File: src/rtl/audio_clk_regen.sv
module audio_clk_regen #(
  parameter int W    = 20,
  parameter int DIVW = 7
) (
  input  logic         clk,
  input  logic         rst_n,
  input  logic [2:0]   rate_sel,
  output logic [W-1:0] n_value,
  output logic [W-1:0] cts_value,
  output logic         tick_128fs,
  output logic         fs_strobe,
  output logic         cts_wrap
);
  localparam logic [2:0] IDLE_CODE = 3'd7;

  logic [2:0]    sel_q;
  logic [W-1:0]  acc;
  logic [W-1:0]  period_cnt;
  logic [DIVW-1:0] div_cnt;
  logic [W:0]    sum;
  logic          hit, active, change;

  always_comb begin
    case (sel_q)
      3'd0: begin n_value = W'(4608);  cts_value = W'(28125); end
      3'd1: begin n_value = W'(7056);  cts_value = W'(31250); end
      3'd2: begin n_value = W'(6912);  cts_value = W'(28125); end
      3'd3: begin n_value = W'(14112); cts_value = W'(31250); end
      3'd4: begin n_value = W'(13824); cts_value = W'(28125); end
      3'd5: begin n_value = W'(28224); cts_value = W'(31250); end
      3'd6: begin n_value = W'(27648); cts_value = W'(28125); end
      default: begin n_value = '0; cts_value = '0; end
    endcase
  end

  assign active = (cts_value != '0);
  assign change = (rate_sel != sel_q);
  assign sum    = {1'b0, acc} + {1'b0, n_value};
  assign hit    = sum >= {1'b0, cts_value};

  always_ff @(posedge clk) begin
    if (!rst_n) begin
      sel_q      <= IDLE_CODE;
      acc        <= '0;
      period_cnt <= '0;
      div_cnt    <= '0;
      tick_128fs <= 1'b0;
      fs_strobe  <= 1'b0;
      cts_wrap   <= 1'b0;
    end else if (change || !active) begin
      sel_q      <= rate_sel;
      acc        <= '0;
      period_cnt <= '0;
      div_cnt    <= '0;
      tick_128fs <= 1'b0;
      fs_strobe  <= 1'b0;
      cts_wrap   <= 1'b0;
    end else begin
      if (hit) begin
        acc     <= W'(sum - {1'b0, cts_value});
        div_cnt <= div_cnt + 1'b1;
      end else begin
        acc     <= sum[W-1:0];
      end
      tick_128fs <= hit;
      fs_strobe  <= hit && (div_cnt == '1);
      if (period_cnt == cts_value - 1'b1) begin
        period_cnt <= '0;
        cts_wrap   <= 1'b1;
      end else begin
        period_cnt <= period_cnt + 1'b1;
        cts_wrap   <= 1'b0;
      end
    end
  end

  p_idle_quiet_r2: assert property (@(posedge clk) disable iff (!rst_n)
    (n_value == '0) |-> (!tick_128fs && !fs_strobe && !cts_wrap));

  p_acc_below_cts_r3: assert property (@(posedge clk) disable iff (!rst_n)
    (cts_value == '0) || (acc < cts_value));

  p_fs_on_tick_r4: assert property (@(posedge clk) disable iff (!rst_n)
    fs_strobe |-> tick_128fs);

  p_fs_single_r4: assert property (@(posedge clk) disable iff (!rst_n)
    fs_strobe |=> !fs_strobe);

  p_wrap_on_tick_r5: assert property (@(posedge clk) disable iff (!rst_n)
    cts_wrap |-> tick_128fs);

  p_restart_clears_r6: assert property (@(posedge clk) disable iff (!rst_n)
    change |=> (!tick_128fs && !fs_strobe && !cts_wrap && acc == '0 && period_cnt == '0));
endmodule

File: config.mk
export PLATFORM = sky130hd
export DESIGN_NAME = audio_clk_regen
export DESIGN_NICKNAME = d
export VERILOG_FILES = /design/src/rtl/audio_clk_regen.sv
export SDC_FILE = /design/constraint.sdc
export NUM_CORES = 1
export LEC_CHECK = 0
export BUFFER_PORTS_ARGS = -buffer_cell sky130_fd_sc_hd__buf_2
export CORE_MARGIN = 5
export CORE_UTILIZATION = 53
export DETAILED_ROUTE_END_ITERATION = 6
export GPL_ROUTABILITY_DRIVEN = 0
export GPL_TIMING_DRIVEN = 0
export MAX_ROUTING_LAYER = met4
export PLACE_DENSITY = 0.87
export SLEW_MARGIN = 20
export SYNTH_ARGS = -nofsm -noshare
export SYNTH_HDL_FRONTEND = slang
export SYNTH_SLANG_ARGS = --single-unit
File: constraint.sdc
create_clock -name clk -period 4.45 [get_ports clk]
set_input_delay 0.445 -clock clk [delete_from_list [all_inputs] [get_ports clk]]
set_output_delay 0.445 -clock clk [all_outputs]
set_load 0.05 [all_outputs]
==> Word level (Yosys, flattened, before mapping) <==
Index checks and enable logic that the tools add are counted.
{ "word_totals": {"ff_bits": 53, "in_bits": 5, "output_inout_bits": 43} }
{ "op_classes": {"addsub": 5, "n_lt_le_gt_ge": 1, "n_eq_ne": 9, "mux": 4, "n_bitwise": 1, "reduce_logical": 9} }
{ "op_table": {"columns": ["cell", "n"], "rows": [
  ["15-bit case mux with 7 select lines", 1],
  ["15-bit case mux with 2 select lines", 1],
  ["20-bit by 15-bit adder with 21-bit output", 1],
  ["21-bit by 15-bit greater-or-equal comparator with 1-bit output", 1],
  ["20-bit by 1-bit adder with 20-bit output (second input constant)", 1],
  ["20-bit equality test", 1],
  ["20-bit 2-to-1 mux", 1],
  ["20-bit nonzero test", 1],
  ["20-bit by 1-bit subtractor with 20-bit output (second input constant)", 1],
  ["20-bit subtractor", 1],
  ["3-bit equality test (second input constant)", 3],
  ["7-bit by 1-bit adder with 7-bit output (second input constant)", 1],
  ["7-bit equality test (second input constant)", 1],
  ["3-bit by 2-bit equality test with 1-bit output (second input constant)", 2],
  ["3-bit OR reduction", 2],
  ["4-bit OR reduction", 1],
  ["3-bit by 1-bit equality test with 1-bit output (second input constant)", 1],
  ["3-bit zero test", 1],
  ["3-bit != test", 1],
  ["2-bit OR reduction", 1],
  ["1-bit logical AND", 1],
  ["1-bit zero test", 1],
  ["1-bit logical OR", 1],
  ["1-bit 2-to-1 mux", 1],
  ["1-bit NOT", 1]
]} }

==> Longest topological paths before layout <==
{ "logic_depth": {"word_depth": 7, "depth_mapped": 23, "ltp_nobuf": 20} }

==> Worst setup path after synthesis <==
OpenSTA, ideal clock, no wires.
{ "synth_timing": {"path_type": "register to register", "from": "reg sel_q[0]", "to": "reg acc[14]", "setup_ps": 69, "t_arrival_ps": 5824, "required_ps": 4381, "slack_ps": -1442, "stages_incl_launch_ff": 23, "n_path_buf": 3, "path_cell_list": "dfxtp_1 -> clkbuf_1 -> inv_1 -> nor3_1 -> ha_1 -> inv_1 -> fa_1 -> nor2b_1 -> o31a_1 -> o21ai_0 -> nand2b_1 -> a31oi_1 -> o311ai_0 -> ha_1 -> a21oi_1 -> o21a_1 -> o31ai_4 -> a221oi_4 -> and2_4 -> buf_6 -> buf_6 -> nand2_2 -> a21oi_2"} }
{ "synth_via": {"elab_chain_len": 7, "elab_cells_between_ends": 20, "classes_between": "add/sub (2); order compare (1); eq/ne (7); mux (3); reduce/logical (7)"} }
{ "synth_rtl": {"columns": ["element", "line_no", "rtl"], "rows": [
  ["start, declared", "16", "logic [2:0] sel_q;"],
  ["start signal, assigned", "51", "sel_q <= rate_sel;"],
  ["3-bit equality test (tied with other cells)", "24", "case (sel_q)"],
  ["4-bit OR reduction (no line) / 3-bit OR reduction (equally long branches)", null, null],
  ["15-bit case mux with 2 select lines *", "24", null],
  ["named net cts_value[0]", "9", "output logic [W-1:0] cts_value,"],
  ["parallel branches: the longest is 4 deep, another holds 20-bit subtractor", null, null],
  ["end signal, assigned", "60", "acc <= W'(sum - {1'b0, cts_value});"],
  ["end signal, assigned", "63", "acc <= sum[W-1:0];"],
  ["end, declared", "17", "logic [W-1:0] acc;"]
]} }
Mark *: on every way through the listed nets, which the timed path passes.
A chain may end at the register's enable or synchronous reset.

==> Worst setup path after layout <==
{ "layout_timing": {"from": "reg sel_q[0]", "to": "reg acc[7]"} }
{ "layout_via": {"elab_chain_len": 7, "elab_cells_between_ends": 20, "classes_between": "add/sub (2); order compare (1); eq/ne (7); mux (3); reduce/logical (7)"} }
{ "layout_rtl": {"columns": ["element"], "rows": [
  ["parallel branches: the longest is 7 deep, another holds 20-bit by 15-bit adder with 21-bit output"]
]} }
Several ways; the timed one is not identified.

==> impl_metrics.env <==
export IMPL_crit_type="reg -> reg"
export IMPL_die_h_um=96.1
export IMPL_p_switching_uw=622
export IMPL_max_slew_margin=0.532
export IMPL_grt_max_degree=20
export IMPL_layout_commonest_cell="buf_4"
export IMPL_vias_per_cell=5.67
export IMPL_clk_path_buf_depth=2
export IMPL_total_power_mw=1.52
export IMPL_end_kind="flop"
export IMPL_core_area_um2=7250
export IMPL_ys_warn_count=0
export IMPL_num_vias=3803
export IMPL_tightest_slew_ps=702
export IMPL_overflow=0
export IMPL_tns_ps=0
export IMPL_arrival_ps=4640
export IMPL_htreeDepth=2
export IMPL_root_buffer="clkbuf_8"
export IMPL_pwr_share_seq=0.320
export IMPL_drive_gt1_frac=0.299
export IMPL_drtPass1Iterations=6
export IMPL_syn_avg_cell_area_um2=8.02
export IMPL_ys_types=63
export IMPL_synth_edf_count=0
export IMPL_final_cell_mix="buf_4, nor2_1, dfxtp_1"
export IMPL_met3_usage=0.0266
export IMPL_fin_crit_sh=0.986
export IMPL_ys_seq_area_frac=0.270
export IMPL_setup_violations=0
export IMPL_drtIter0Drc=281
export IMPL_nNetsFinal=608
export IMPL_status="finished clean"
export IMPL_ys_dominant_reg_cell="dfxtp_1"
export IMPL_rsz0062_at_grt="yes"
export IMPL_comb_power_share=0.483
export IMPL_ys_ff_latch=53
export IMPL_clkTransAtPathRegs_ps=120
export IMPL_drtAntennaViolNets=0
export IMPL_synth_cells=490
export IMPL_p_sw_frac=0.409
export IMPL_cts_sinks=53
export IMPL_cts_buffers=5
export IMPL_initial_core_util=0.542
export IMPL_power_density_nw_per_um2=310
export IMPL_dpl_hpwl_mm=7.03
export IMPL_ios=48
export IMPL_p_int_uw=900
export IMPL_rows=31
export IMPL_fillers=527
export IMPL_whs_ps=327
export IMPL_slew_viol_final=0
export IMPL_netlist_area_um2=3930
export IMPL_yosysTopAreaCellShare=0.270
export IMPL_die_w_um=96.1
export IMPL_grt_pass1_wl_mm=15.5
export IMPL_use_met2=0.395
export IMPL_gr_max_usage_layer="met2"
export IMPL_p_clk_frac=0.197
export IMPL_grt_usage=0.215
export IMPL_yosysTopAreaCell="dfxtp_1"
export IMPL_die_area_um2=9240
export IMPL_cap_violations=0
export IMPL_hold_path_class="in -> reg"
export IMPL_diodes=0
export IMPL_synth_area_leaders="dfxtp_1, ha_1, xnor2_1"
export IMPL_gr_usage_met1=0.233
export IMPL_first_global_vias=3483
export IMPL_power_leakage_nw=2.07
export IMPL_wl_mm=10.5
export IMPL_hold_viol_final=0
export IMPL_cts_tree="yes"
export IMPL_startpoint_type="flop"
export IMPL_skew_ps=17.1
export IMPL_syn2layout_area_growth_pct=25.0
export IMPL_post_place_ws_ps=-396
export IMPL_layout_setup_ws_ps=64.1
export IMPL_crit_required_ps=4710
export IMPL_peakVddDrop_mv=0.163
export IMPL_port_buffers=32
export IMPL_async_flop_share=0
export IMPL_clkLatencyLatePin_ps=320
export IMPL_fin_crit_ps=4390
export IMPL_antenna_found_initial=0
export IMPL_drc_errors=0
export IMPL_cts_hold_buffers=0
export IMPL_clock_fmax_mhz=228
export IMPL_crit_fanout=6
export IMPL_route_detailed_wl_per_inst_um=15.7
power by group through the flow:
stage	registers (mW)	clock network [mW]	logic [mW]
finish	0.487	0.300	0.735
global route	0.488	0.323	0.778
CTS	0.486	0.304	0.584
detailed placement	0.495	0	0.557
global placement	0.494	0	0.540
floorplan	0.495	0	0.462
per-layer routing:
layer  part of all wire  up-vias
met3              0.058       38
met4              0.026        0
met1               0.40     1787
met5                  0        -
li1                   -     1823
met2               0.52      155
cell type report:
cell class / count / area [um^2] / share of cell area
multi-input cells: 389 / 2820 / 0.574
flip-flops and latches: 53 / 1070 / 0.217
repair buffers: 62 / 419 / 0.0853
plain buffers: 42 / 318 / 0.0646
well taps: 99 / 124 / 0.0252
inverters: 18 / 71.3 / 0.0145
clock buffers: 5 / 68.8 / 0.0140
clock inverters: 3 / 28.8 / 0.00585
what timing repair did:
item                       4_1_cts  5_1_grt
gates resized for setup          4       45
setup endpoints to repair       29       29
cloned                           0        1
pin swaps                        5       30
buffers inserted                 9       20
cell families after synthesis:
| group | synth area share |
|---|---|
| xor gates and xnor gates | 0.109 |
| buffers and inverters | 0.0945 |
| other | 0.000954 |
| DFF | 0.270 |
| adders and majority gates | 0.106 |
| and+or+nand+nor | 0.226 |
| AOI/OAI and AO/OA | 0.194 |
sequential cells by signal, indices dropped and copies added (netlist names):
register	flops
tick_128fs	1
period_cnt	20
div_cnt	7
acc	20
fs_strobe	1
sel_q	3
cts_wrap	1
per-stage QoR:
step           area (um^2)  utilization  instances
6_report              4920        0.678        671
5_1_grt               4920        0.678        671
4_1_cts               4560        0.629        651
3_5_place_dp          4360        0.602        635
3_3_place_gp          4360        0.602        635
2_1_floorplan         4080            -        504
worst max-delay path, cell delays in order (launching register included):
cell        delay (ps)
dfxtp_2            360
buf_8              110
clkinvlp_4         110
nor3_4             280
buf_4              190
ha_1               280
nand3_1            120
o211ai_1           150
nor2_1             210
o21ai_1            140
a21o_1             190
a21oi_1            190
xnor2_1            200
ha_1               330
nand2_4            130
o21a_1             180
o31ai_4            100
a221oi_4           320
and2_4             250
buf_8              140
buf_8              120
nand2_1             70
a21oi_2            140
cells in the mapped netlist, types with 2 or more instances:
master	instances
clkbuf_1	8
nand2_1	49
nand3_1	25
o31ai_1	2
or3_1	6
a21o_1	7
nand2b_1	8
nor2_1	52
o311ai_0	2
nor4_1	2
nand4_1	9
buf_4	28
and4_1	3
xnor2_1	29
or2_2	2
o21bai_1	3
fa_1	2
xor2_1	20
a21oi_1	36
dfxtp_1	53
a211oi_1	7
ha_1	30
o21ai_0	20
nor2b_1	3
inv_1	18
a21oi_2	9
and3_1	6
nor3_1	8
buf_2	2
o21a_1	3
nor3b_1	3
buf_6	4
worst paths after layout:
path	from	end	slack, ps	cells past startpoint
hold / removal	rate_sel[2]	sel_q[2]	330	2
hold reg to reg	acc[3]	acc[3]	480	2
setup reg to reg	sel_q[0]	acc[7]	60	22
setup / recovery	sel_q[0]	acc[7]	60	22
Note: power is estimated with default switching activity, not from simulation.
